File: config.mk
export PLATFORM = sky130hd
export DESIGN_NAME = fifo_thr_req_gen
export DESIGN_NICKNAME = d
export VERILOG_FILES = /design/src/rtl/fifo_thr_pkg.sv /design/src/rtl/fifo_thr_tx_eval.sv /design/src/rtl/fifo_thr_rx_eval.sv /design/src/rtl/fifo_thr_out_stage.sv /design/src/rtl/fifo_thr_req_gen.sv
export SDC_FILE = /design/constraint.sdc
export NUM_CORES = 1
export LEC_CHECK = 0
export BUFFER_PORTS_ARGS = -buffer_cell sky130_fd_sc_hd__buf_2
export CAP_MARGIN = 20
export CORE_AREA = 2 2 39 41
export CTS_BUF_LIST = sky130_fd_sc_hd__clkbuf_8
export DETAILED_ROUTE_END_ITERATION = 16
export DIE_AREA = 0 0 41 43
export HOLD_SLACK_MARGIN = 0.05
export PLACE_DENSITY = 0.4
export SLEW_MARGIN = 40
export SYNTH_ARGS = -nofsm -noshare
export SYNTH_HDL_FRONTEND = slang
export SYNTH_SLANG_ARGS = --single-unit
File: constraint.sdc
create_clock -name clk -period 5.4 [get_ports clk]
set_input_delay 1.62 -clock clk [delete_from_list [all_inputs] [get_ports clk]]
set_output_delay 1.62 -clock clk [all_outputs]
set_load 0.05 [all_outputs]
File: src/rtl/fifo_thr_pkg.sv
package fifo_thr_pkg;

  // Threshold code meanings shared by both directions
  typedef enum logic [1:0] {
    THR_EAGER   = 2'd0,   // any room (tx) / any data (rx)
    THR_HALF    = 2'd1,   // half-depth mark
    THR_EXTREME = 2'd2,   // empty (tx) / full (rx)
    THR_RSVD    = 2'd3    // reserved
  } thr_code_e;

  typedef struct packed {
    logic tx;
    logic rx;
    logic rsvd;
  } req_bits_t;

endpackage

File: src/rtl/fifo_thr_tx_eval.sv
module fifo_thr_tx_eval
  import fifo_thr_pkg::*;
#(
  parameter int DEPTH = 16,
  localparam int CW   = $clog2(DEPTH + 1)
) (
  input  logic [1:0]    code,
  input  logic [CW-1:0] cnt,
  output logic          hit,
  output logic          rsvd
);

  localparam logic [CW-1:0] FULL_LVL = CW'(DEPTH);
  localparam logic [CW-1:0] HALF_LVL = CW'(DEPTH / 2);

  logic [CW-1:0] used;
  logic [CW-1:0] free_slots;
  thr_code_e     sel;

  always_comb begin
    used       = (cnt > FULL_LVL) ? FULL_LVL : cnt;
    free_slots = FULL_LVL - used;
    sel        = thr_code_e'(code);
    hit        = 1'b0;
    rsvd       = 1'b0;
    unique case (sel)
      THR_EAGER:   hit  = (free_slots != '0);
      THR_HALF:    hit  = (free_slots >= HALF_LVL);
      THR_EXTREME: hit  = (used == '0);
      THR_RSVD:    rsvd = 1'b1;
      default:     rsvd = 1'b1;
    endcase
  end

endmodule

File: src/rtl/fifo_thr_rx_eval.sv
module fifo_thr_rx_eval
  import fifo_thr_pkg::*;
#(
  parameter int DEPTH = 16,
  localparam int CW   = $clog2(DEPTH + 1)
) (
  input  logic [1:0]    code,
  input  logic [CW-1:0] cnt,
  output logic          hit,
  output logic          rsvd
);

  localparam logic [CW-1:0] FULL_LVL = CW'(DEPTH);
  localparam logic [CW-1:0] HALF_LVL = CW'(DEPTH / 2);

  logic [CW-1:0] used;
  thr_code_e     sel;

  always_comb begin
    used = (cnt > FULL_LVL) ? FULL_LVL : cnt;
    sel  = thr_code_e'(code);
    hit  = 1'b0;
    rsvd = 1'b0;
    unique case (sel)
      THR_EAGER:   hit  = (used != '0);
      THR_HALF:    hit  = (used >= HALF_LVL);
      THR_EXTREME: hit  = (used == FULL_LVL);
      THR_RSVD:    rsvd = 1'b1;
      default:     rsvd = 1'b1;
    endcase
  end

endmodule

File: src/rtl/fifo_thr_out_stage.sv
module fifo_thr_out_stage
  import fifo_thr_pkg::*;
(
  input  logic      clk,
  input  logic      rst,
  input  logic      fifo_on,
  input  logic      tx_hit,
  input  logic      rx_hit,
  input  logic      tx_bad,
  input  logic      rx_bad,
  input  logic      tx_hold_empty,
  input  logic      rx_hold_full,
  output req_bits_t q
);

  req_bits_t d;

  always_comb begin
    if (!fifo_on) begin
      d.tx   = tx_hold_empty;
      d.rx   = rx_hold_full;
      d.rsvd = 1'b0;
    end else if (tx_bad || rx_bad) begin
      d.tx   = 1'b0;
      d.rx   = 1'b0;
      d.rsvd = 1'b1;
    end else begin
      d.tx   = tx_hit;
      d.rx   = rx_hit;
      d.rsvd = 1'b0;
    end
  end

  always_ff @(posedge clk) begin
    if (rst) q <= '0;
    else     q <= d;
  end

endmodule

File: src/rtl/fifo_thr_req_gen.sv
module fifo_thr_req_gen
  import fifo_thr_pkg::*;
#(
  parameter int DEPTH = 16,
  localparam int CW   = $clog2(DEPTH + 1)
) (
  input  logic          clk,
  input  logic          rst,
  input  logic          fifo_on,
  input  logic [1:0]    tx_code,
  input  logic [1:0]    rx_code,
  input  logic [CW-1:0] tx_cnt,
  input  logic [CW-1:0] rx_cnt,
  input  logic          tx_hold_empty,
  input  logic          rx_hold_full,
  output logic          tx_req,
  output logic          rx_req,
  output logic          code_rsvd
);

  logic      tx_hit, tx_bad;
  logic      rx_hit, rx_bad;
  req_bits_t q;

  fifo_thr_tx_eval #(.DEPTH(DEPTH)) u_tx (
    .code (tx_code),
    .cnt  (tx_cnt),
    .hit  (tx_hit),
    .rsvd (tx_bad)
  );

  fifo_thr_rx_eval #(.DEPTH(DEPTH)) u_rx (
    .code (rx_code),
    .cnt  (rx_cnt),
    .hit  (rx_hit),
    .rsvd (rx_bad)
  );

  fifo_thr_out_stage u_out (
    .clk           (clk),
    .rst           (rst),
    .fifo_on       (fifo_on),
    .tx_hit        (tx_hit),
    .rx_hit        (rx_hit),
    .tx_bad        (tx_bad),
    .rx_bad        (rx_bad),
    .tx_hold_empty (tx_hold_empty),
    .rx_hold_full  (rx_hold_full),
    .q             (q)
  );

  assign tx_req    = q.tx;
  assign rx_req    = q.rx;
  assign code_rsvd = q.rsvd;

endmodule

== Word level (Yosys, flattened, before mapping) ==
Cells that the tools add are included.

* Register bits after elaboration: 3
* Bits in latches: 0
* Bits in writable memories: 0
* Memory bits (read-only): 0
* Input port bits: 19
* Output and inout bits: 3
* Memories: 0

* Add/sub/neg operators: 1
* Multiply operators: 0
* Div/mod/pow operators: 0
* Order comparisons: 4
* Equal/unequal tests: 7
* Shift-type cells: 0
* Mux-type cells: 8
* Bitwise logic cells: 1
* Reductions and logical operators: 7

{| class="wikitable"
|+ Operators with widths
! kind !! count
|-
| 5-bit by 4-bit >= comparator with 1-bit output (second input constant) || 2
|-
| 5-bit > comparator (second input constant) || 2
|-
| 5-bit 2-to-1 mux || 2
|-
| 5-bit nonzero test || 2
|-
| 2-bit == test (second input constant) || 4
|-
| 3-bit 2-to-1 mux || 2
|-
| 1-bit one-hot mux with 3 select lines || 2
|-
| 5-bit == test (second input constant) || 1
|-
| 5-bit logical NOT || 1
|-
| 5-bit subtractor (first input constant) || 1
|-
| 2-bit by 1-bit == test with 1-bit output (second input constant) || 2
|-
| 2-bit logical NOT || 2
|-
| 1-bit 2-to-1 mux || 2
|-
| 2-bit OR reduction || 1
|-
| 1-bit logical OR || 1
|-
| 1-bit inverter || 1
|}

== Logic depth before layout (Yosys ltp) ==
* Depth after elaboration: 7
* Mapped depth: 6
* Depth with buffers taken out: 6

== Modules after synthesis ==
Synthesis repeated with hierarchy kept, for this count alone.

* Cell total of the unflattened synthesis: 25
* Area total of the unflattened synthesis: 229.0 sq um

{| class="wikitable"
|+ Modules (own cells, without submodules)
! module !! times used !! cells each !! area an instance (sq um) !! seq. area each (sq um)
|-
| fifo_thr_out_stage || 1 || 11 || 116.4 || 60.1
|-
| fifo_thr_tx_eval || 1 || 9 || 75.1 || 0.0
|-
| fifo_thr_rx_eval || 1 || 5 || 37.5 || 0.0
|}

== Worst setup path before layout ==
OpenSTA, ideal clock, no wires.

* Path type: input port to flip-flop
* Start: in tx_cnt[0]
* End: reg u_out.q[2] (netlist name)
* Data arrival time: 3.124 ns
* Setup slack: 2.197 ns
* Stages: 6
* Buffers on the path: 0
* Path through: or3_1 -> o21ai_0 -> ha_1 -> and3_1 -> a221o_1 -> a211oi_2

* Cells in the longest elaborated chain, start to end: 7
* Elaborated cells between the ends (all ways): 9
* Classes of those cells: 1 x add/sub; 2 x order compare; 4 x mux; 2 x reduce/logical

{| class="wikitable"
|+ RTL lines
! item !! line !! text
|-
| start: declaration || fifo_thr_req_gen.sv:12 || <nowiki>input logic [CW-1:0] tx_cnt,</nowiki>
|-
| 5-bit > comparator || fifo_thr_tx_eval.sv:21 || <nowiki>used = (cnt > FULL_LVL) ? FULL_LVL : cnt;</nowiki>
|-
| 5-bit 2-to-1 mux * || fifo_thr_tx_eval.sv:21 ||
|-
| 5-bit subtractor || fifo_thr_tx_eval.sv:22 || <nowiki>free_slots = FULL_LVL - used;</nowiki>
|-
| 5-bit by 4-bit >= comparator with 1-bit output / 5-bit nonzero test (equally long branches) || fifo_thr_tx_eval.sv:28, fifo_thr_tx_eval.sv:27 ||
|-
| 1-bit one-hot mux with 3 select lines * || fifo_thr_tx_eval.sv:26 || <nowiki>unique case (sel)</nowiki>
|-
| 3-bit 2-to-1 mux * || fifo_thr_out_stage.sv:23 || <nowiki>end else if (tx_bad || rx_bad) begin</nowiki>
|-
| 3-bit 2-to-1 mux * || fifo_thr_out_stage.sv:19 || <nowiki>if (!fifo_on) begin</nowiki>
|}

Mark *: on every way between the ends. The rest lies on a longest branch, timed or not.
A chain may end at the register's enable or synchronous reset.

== Worst setup path after layout ==
* Start: in tx_cnt[0]
* End: reg u_out.q[2] (netlist name)

* Cells in the longest elaborated chain, start to end: 7
* Elaborated cells between the ends (all ways): 9
* Classes of those cells: 1 x add/sub; 2 x order compare; 4 x mux; 2 x reduce/logical

{| class="wikitable"
|+ RTL lines
! item !! line
|-
| 5-bit > comparator || fifo_thr_tx_eval.sv:21
|-
| 5-bit 2-to-1 mux * || fifo_thr_tx_eval.sv:21
|-
| 5-bit subtractor || fifo_thr_tx_eval.sv:22
|-
| 5-bit by 4-bit >= comparator with 1-bit output / 5-bit nonzero test (equally long branches) || fifo_thr_tx_eval.sv:28, fifo_thr_tx_eval.sv:27
|-
| 1-bit one-hot mux with 3 select lines * || fifo_thr_tx_eval.sv:26
|-
| 3-bit 2-to-1 mux * || fifo_thr_out_stage.sv:23
|-
| 3-bit 2-to-1 mux * || fifo_thr_out_stage.sv:19
|}

Marks and branches as above.

==> metrics.log <==
[metrics] outcome: complete, no violations
[metrics] global-route wire length before repair: 841 microns
[metrics] initial antenna violation count: 0
[metrics] commonest cells after routing, fill and taps aside: 21 x sky130_fd_sc_hd__buf_2, 3 x sky130_fd_sc_hd__inv_1, 3 x sky130_fd_sc_hd__clkbuf_8, 3 x sky130_fd_sc_hd__dfxtp_1
[metrics] crit-path leading delay family: compound AO/OA/AOI/OAI gates
[metrics] biggest registers after layout: u_out.q: 3 flops
[metrics] DRC violations left: 0
[metrics] hold_sp: rst
[metrics] cell at the slowest stage of the critical path: sky130_fd_sc_hd__or3_1
[metrics] Comb pwr share: around a fifth
[metrics] total of buffers placed on input and output ports: 21
[metrics] chain of cells forming the critical path: buf_2 -> or3_1 -> o21ai_0 -> ha_1 -> and3_1 -> a221o_1 -> a211oi_2
[metrics] cell-internal power: between 0.00008 and 0.00009 W
[metrics] setup tns final: 0 ns
[metrics] max-cap violation count: 0
[metrics] via count: roughly 280
[metrics] transition time at the pin with the least slew margin: approximately 0.24 ns
[metrics] required time at the endpoint of the critical path: about 5.5 ns
[metrics] Crit path largest cell delay: between 0.3 and 0.4 ns
[metrics] Synth Register Bits: 3
[metrics] Total Routed Length: 553 microns
[metrics] clock net sink count: 3
[metrics] share of power burned in registers: 22.3%
[metrics] number of cells produced by synthesis: 25
[metrics] number of search-and-repair iterations in the first detailed-routing pass: 4
[metrics] vias in the first global route: approximately 210
[metrics] Synth-to-Final Area Change: 85.0%
[metrics] top cell type by total area after synthesis: sky130_fd_sc_hd__dfxtp_1
[metrics] count of different cell masters after synthesis: 15
[metrics] diode count: 0
[metrics] count of endpoints failing setup in the final report: 0
[metrics] Net count, final: between 70 and 80
[metrics] net switching power: between 0.00002 and 0.00003 W
[metrics] synthesized-area fraction occupied by and/or/nand/nor cells: roughly 30%
[metrics] detailed-placement wirelength estimate: between 400 and 500 microns
[metrics] H-tree lvl count: 1
[metrics] CP Max Fanout: 2
[metrics] Util after Layout: between 20% and 30%
[metrics] number of warnings printed during yosys synthesis: 0
[metrics] Clock transition at path regs: 0.03 ns
[metrics] Syn Std Cell Area: between 200 and 250 sq um
[metrics] dominant combinational cell family by area after synthesis: compound AO/OA/AOI/OAI gates
[metrics] final slew viol count: 0
[metrics] total core area: ~1400 sq um
[metrics] maximum clock frequency: 315 MHz
[metrics] overall die height: roughly 43 microns
[metrics] Worst Path Buf+Inv: 1
[metrics] adder-cell area share of the yosys netlist: ~6.3%
[metrics] number of flip-flops under the largest register name: 3
[metrics] GR Util All Layers: 7.60%
[metrics] DIE WIDTH: approximately 40 microns
[metrics] via density per instance: ~4.2
[metrics] Antenna Violating Nets Remaining: 0
[metrics] worst supply voltage drop on vdd: 0.0462 mV
[metrics] Post-Syn Nets: 45
[metrics] per-cell routed wire length: 8.38 microns
[metrics] switching share of power: 23.7%
[metrics] Hold WC Path Type: in -> reg
[metrics] Most flops, register: u_out.q
[metrics] crit path time final: between 3 and 4 ns
[metrics] Cell Rows: 14
[metrics] leakage component of the power: between 0.15 and 0.2 nW
[metrics] post-CTS sizing: 0
[metrics] largest buffer count on any clock path: 2
[metrics] root buf cell: sky130_fd_sc_hd__clkbuf_8
[metrics] endpoint with the worst hold slack: u_out.q[2]$_SDFF_PP0_
[metrics] CTS tree: yes
[metrics] leading cell types by total area after synthesis: sky130_fd_sc_hd__dfxtp_1 30%, sky130_fd_sc_hd__a221o_1 10%, sky130_fd_sc_hd__a211oi_2 6.3%
[metrics] type of origin of the critical path: input port
[metrics] I/O pins: 22
[metrics] die footprint: 1760 sq um
[metrics] class of the most critical setup path: in -> reg
[metrics] arrival time of the worst setup path: 3.31 ns
[metrics] share of post-route cells with drive strength above 1: 50.0%
[metrics] average footprint of a synthesized cell: roughly 8.0 sq um
[metrics] largest net degree at the start of global routing: 6
[metrics] global placer's final weighted congestion: 0.677
[metrics] XOR/XNOR share of the synthesized area: 0%
[metrics] total power divided by cell area: ~290 nW/um^2
[metrics] sequential cell area fraction in the yosys report: between 30% and 40%
[metrics] power share of the clock group: a little under three fifths
[metrics] endpoint class of the critical path: flip-flop
[metrics] Post-CTS Setup Bufs: 0
[metrics] number of hold violations in the final report: 0
[metrics] leading cell type in the layout, fill and taps excluded: sky130_fd_sc_hd__buf_2
[metrics] count of cells along the worst hold path: 2
[metrics] initial cell density of the core: roughly 14%
[metrics] mux cell area share after synthesis: 0%
[metrics] unrepaired setup endpoints after global routing: no
[metrics] CTS Hold Buffers Added: 0
[metrics] TritonCTS buffer count: 3
[metrics] final period utilization: 58.8%
[metrics] total power: between 0.0001 and 0.00015 W
[metrics] overflow left after global routing: 0
[metrics] share of Yosys cell area claimed by the top area cell type: between 30% and 40%
[metrics] number of design-rule violations left by the first detailed-router iteration: 4
[metrics] slew margin rel.: a little over four fifths
[metrics] share of the synthesized area in compound gates (AO/OA/AOI/OAI): around 30%
[worst max-delay path by stage]
stage / cells past startpoint / end / slack (ns) / start
after CTS: 7 / u_out.q[2]$_SDFF_PP0_ / 2.22 / tx_cnt[0]
after global routing: 7 / u_out.q[2]$_SDFF_PP0_ / 2.07 / tx_cnt[0]
after detailed placement: 7 / u_out.q[2]$_SDFF_PP0_ / 2.01 / tx_cnt[0]
after global placement: 7 / u_out.q[2]$_SDFF_PP0_ / 2.04 / tx_cnt[0]
final: 7 / u_out.q[2]$_SDFF_PP0_ / 2.22 / tx_cnt[0]
after floorplan: 6 / u_out.q[2]$_SDFF_PP0_ / 2.20 / tx_cnt[0]
[kinds of logic (layout without fill, tap and decap cells)]
| kind of cell | after synthesis | count (layout) |
|---|---|---|
| and+or+nand+nor | 11 | 11 |
| AOI/OAI and AO/OA | 8 | 8 |
| DFF | 3 | 3 |
| buffers and inverters | 2 | 27 |
| adders and majority gates | 1 | 1 |
[per-stage QoR]
step | instance area, sq um | cells | hold slack [ns] | setup WS (ns)
5_1_grt | 370 | 66 | 1.62 | 2.07
6_report | 370 | 66 | 1.60 | 2.22
4_1_cts | 370 | 66 | 1.60 | 2.22
3_3_place_gp | 325 | 62 | 1.83 | 2.04
2_1_floorplan | 200 | 25 | 1.68 | 2.20
3_5_place_dp | 325 | 62 | 1.82 | 2.01
[power by group through the flow]
stage	Clock [W]	Sequential, W	Combinational (W)
6_report	0.0000616	0.0000239	0.0000216
5_1_grt	0.0000658	0.0000241	0.0000241
4_1_cts	0.0000636	0.0000239	0.0000218
3_5_place_dp	0	0.0000242	0.0000217
3_3_place_gp	0	0.0000242	0.0000218
2_1_floorplan	0	0.0000290	0.00000735
[metal layers]
metal  vias up  share of wire (%)  routed length (microns)  global-route usage, %
met2        18                 45                      251                   9.38
met4         0                  0                        0                   8.00
met3         0                 14                       76                   3.66
li1        142                  -                        -                      -
met1       115                 41                      225                   8.57
met5         -                  0                        0                      0
[cell usage after synthesis, drive strengths merged]
library cell / count
a221o: 2
nor2: 1
nor2b: 2
or3: 2
a31oi: 2
and3: 1
nand2: 2
ha: 1
nand3: 1
o21ai: 1
dfxtp: 3
a211oi: 1
nand2b: 2
inv: 2
a21oi: 2
[layout make-up]
class | instances | area, sq um
clock buffers | 3 | 41.3
clock inverters | 1 | 3.75
fillers | 162 | 1010
inverters | 2 | 7.51
multi-input cells | 20 | 133
flip-flops and latches | 3 | 60.1
well taps | 16 | 20.0
repair buffers | 21 | 105
(Power assumes the default switching activity.)
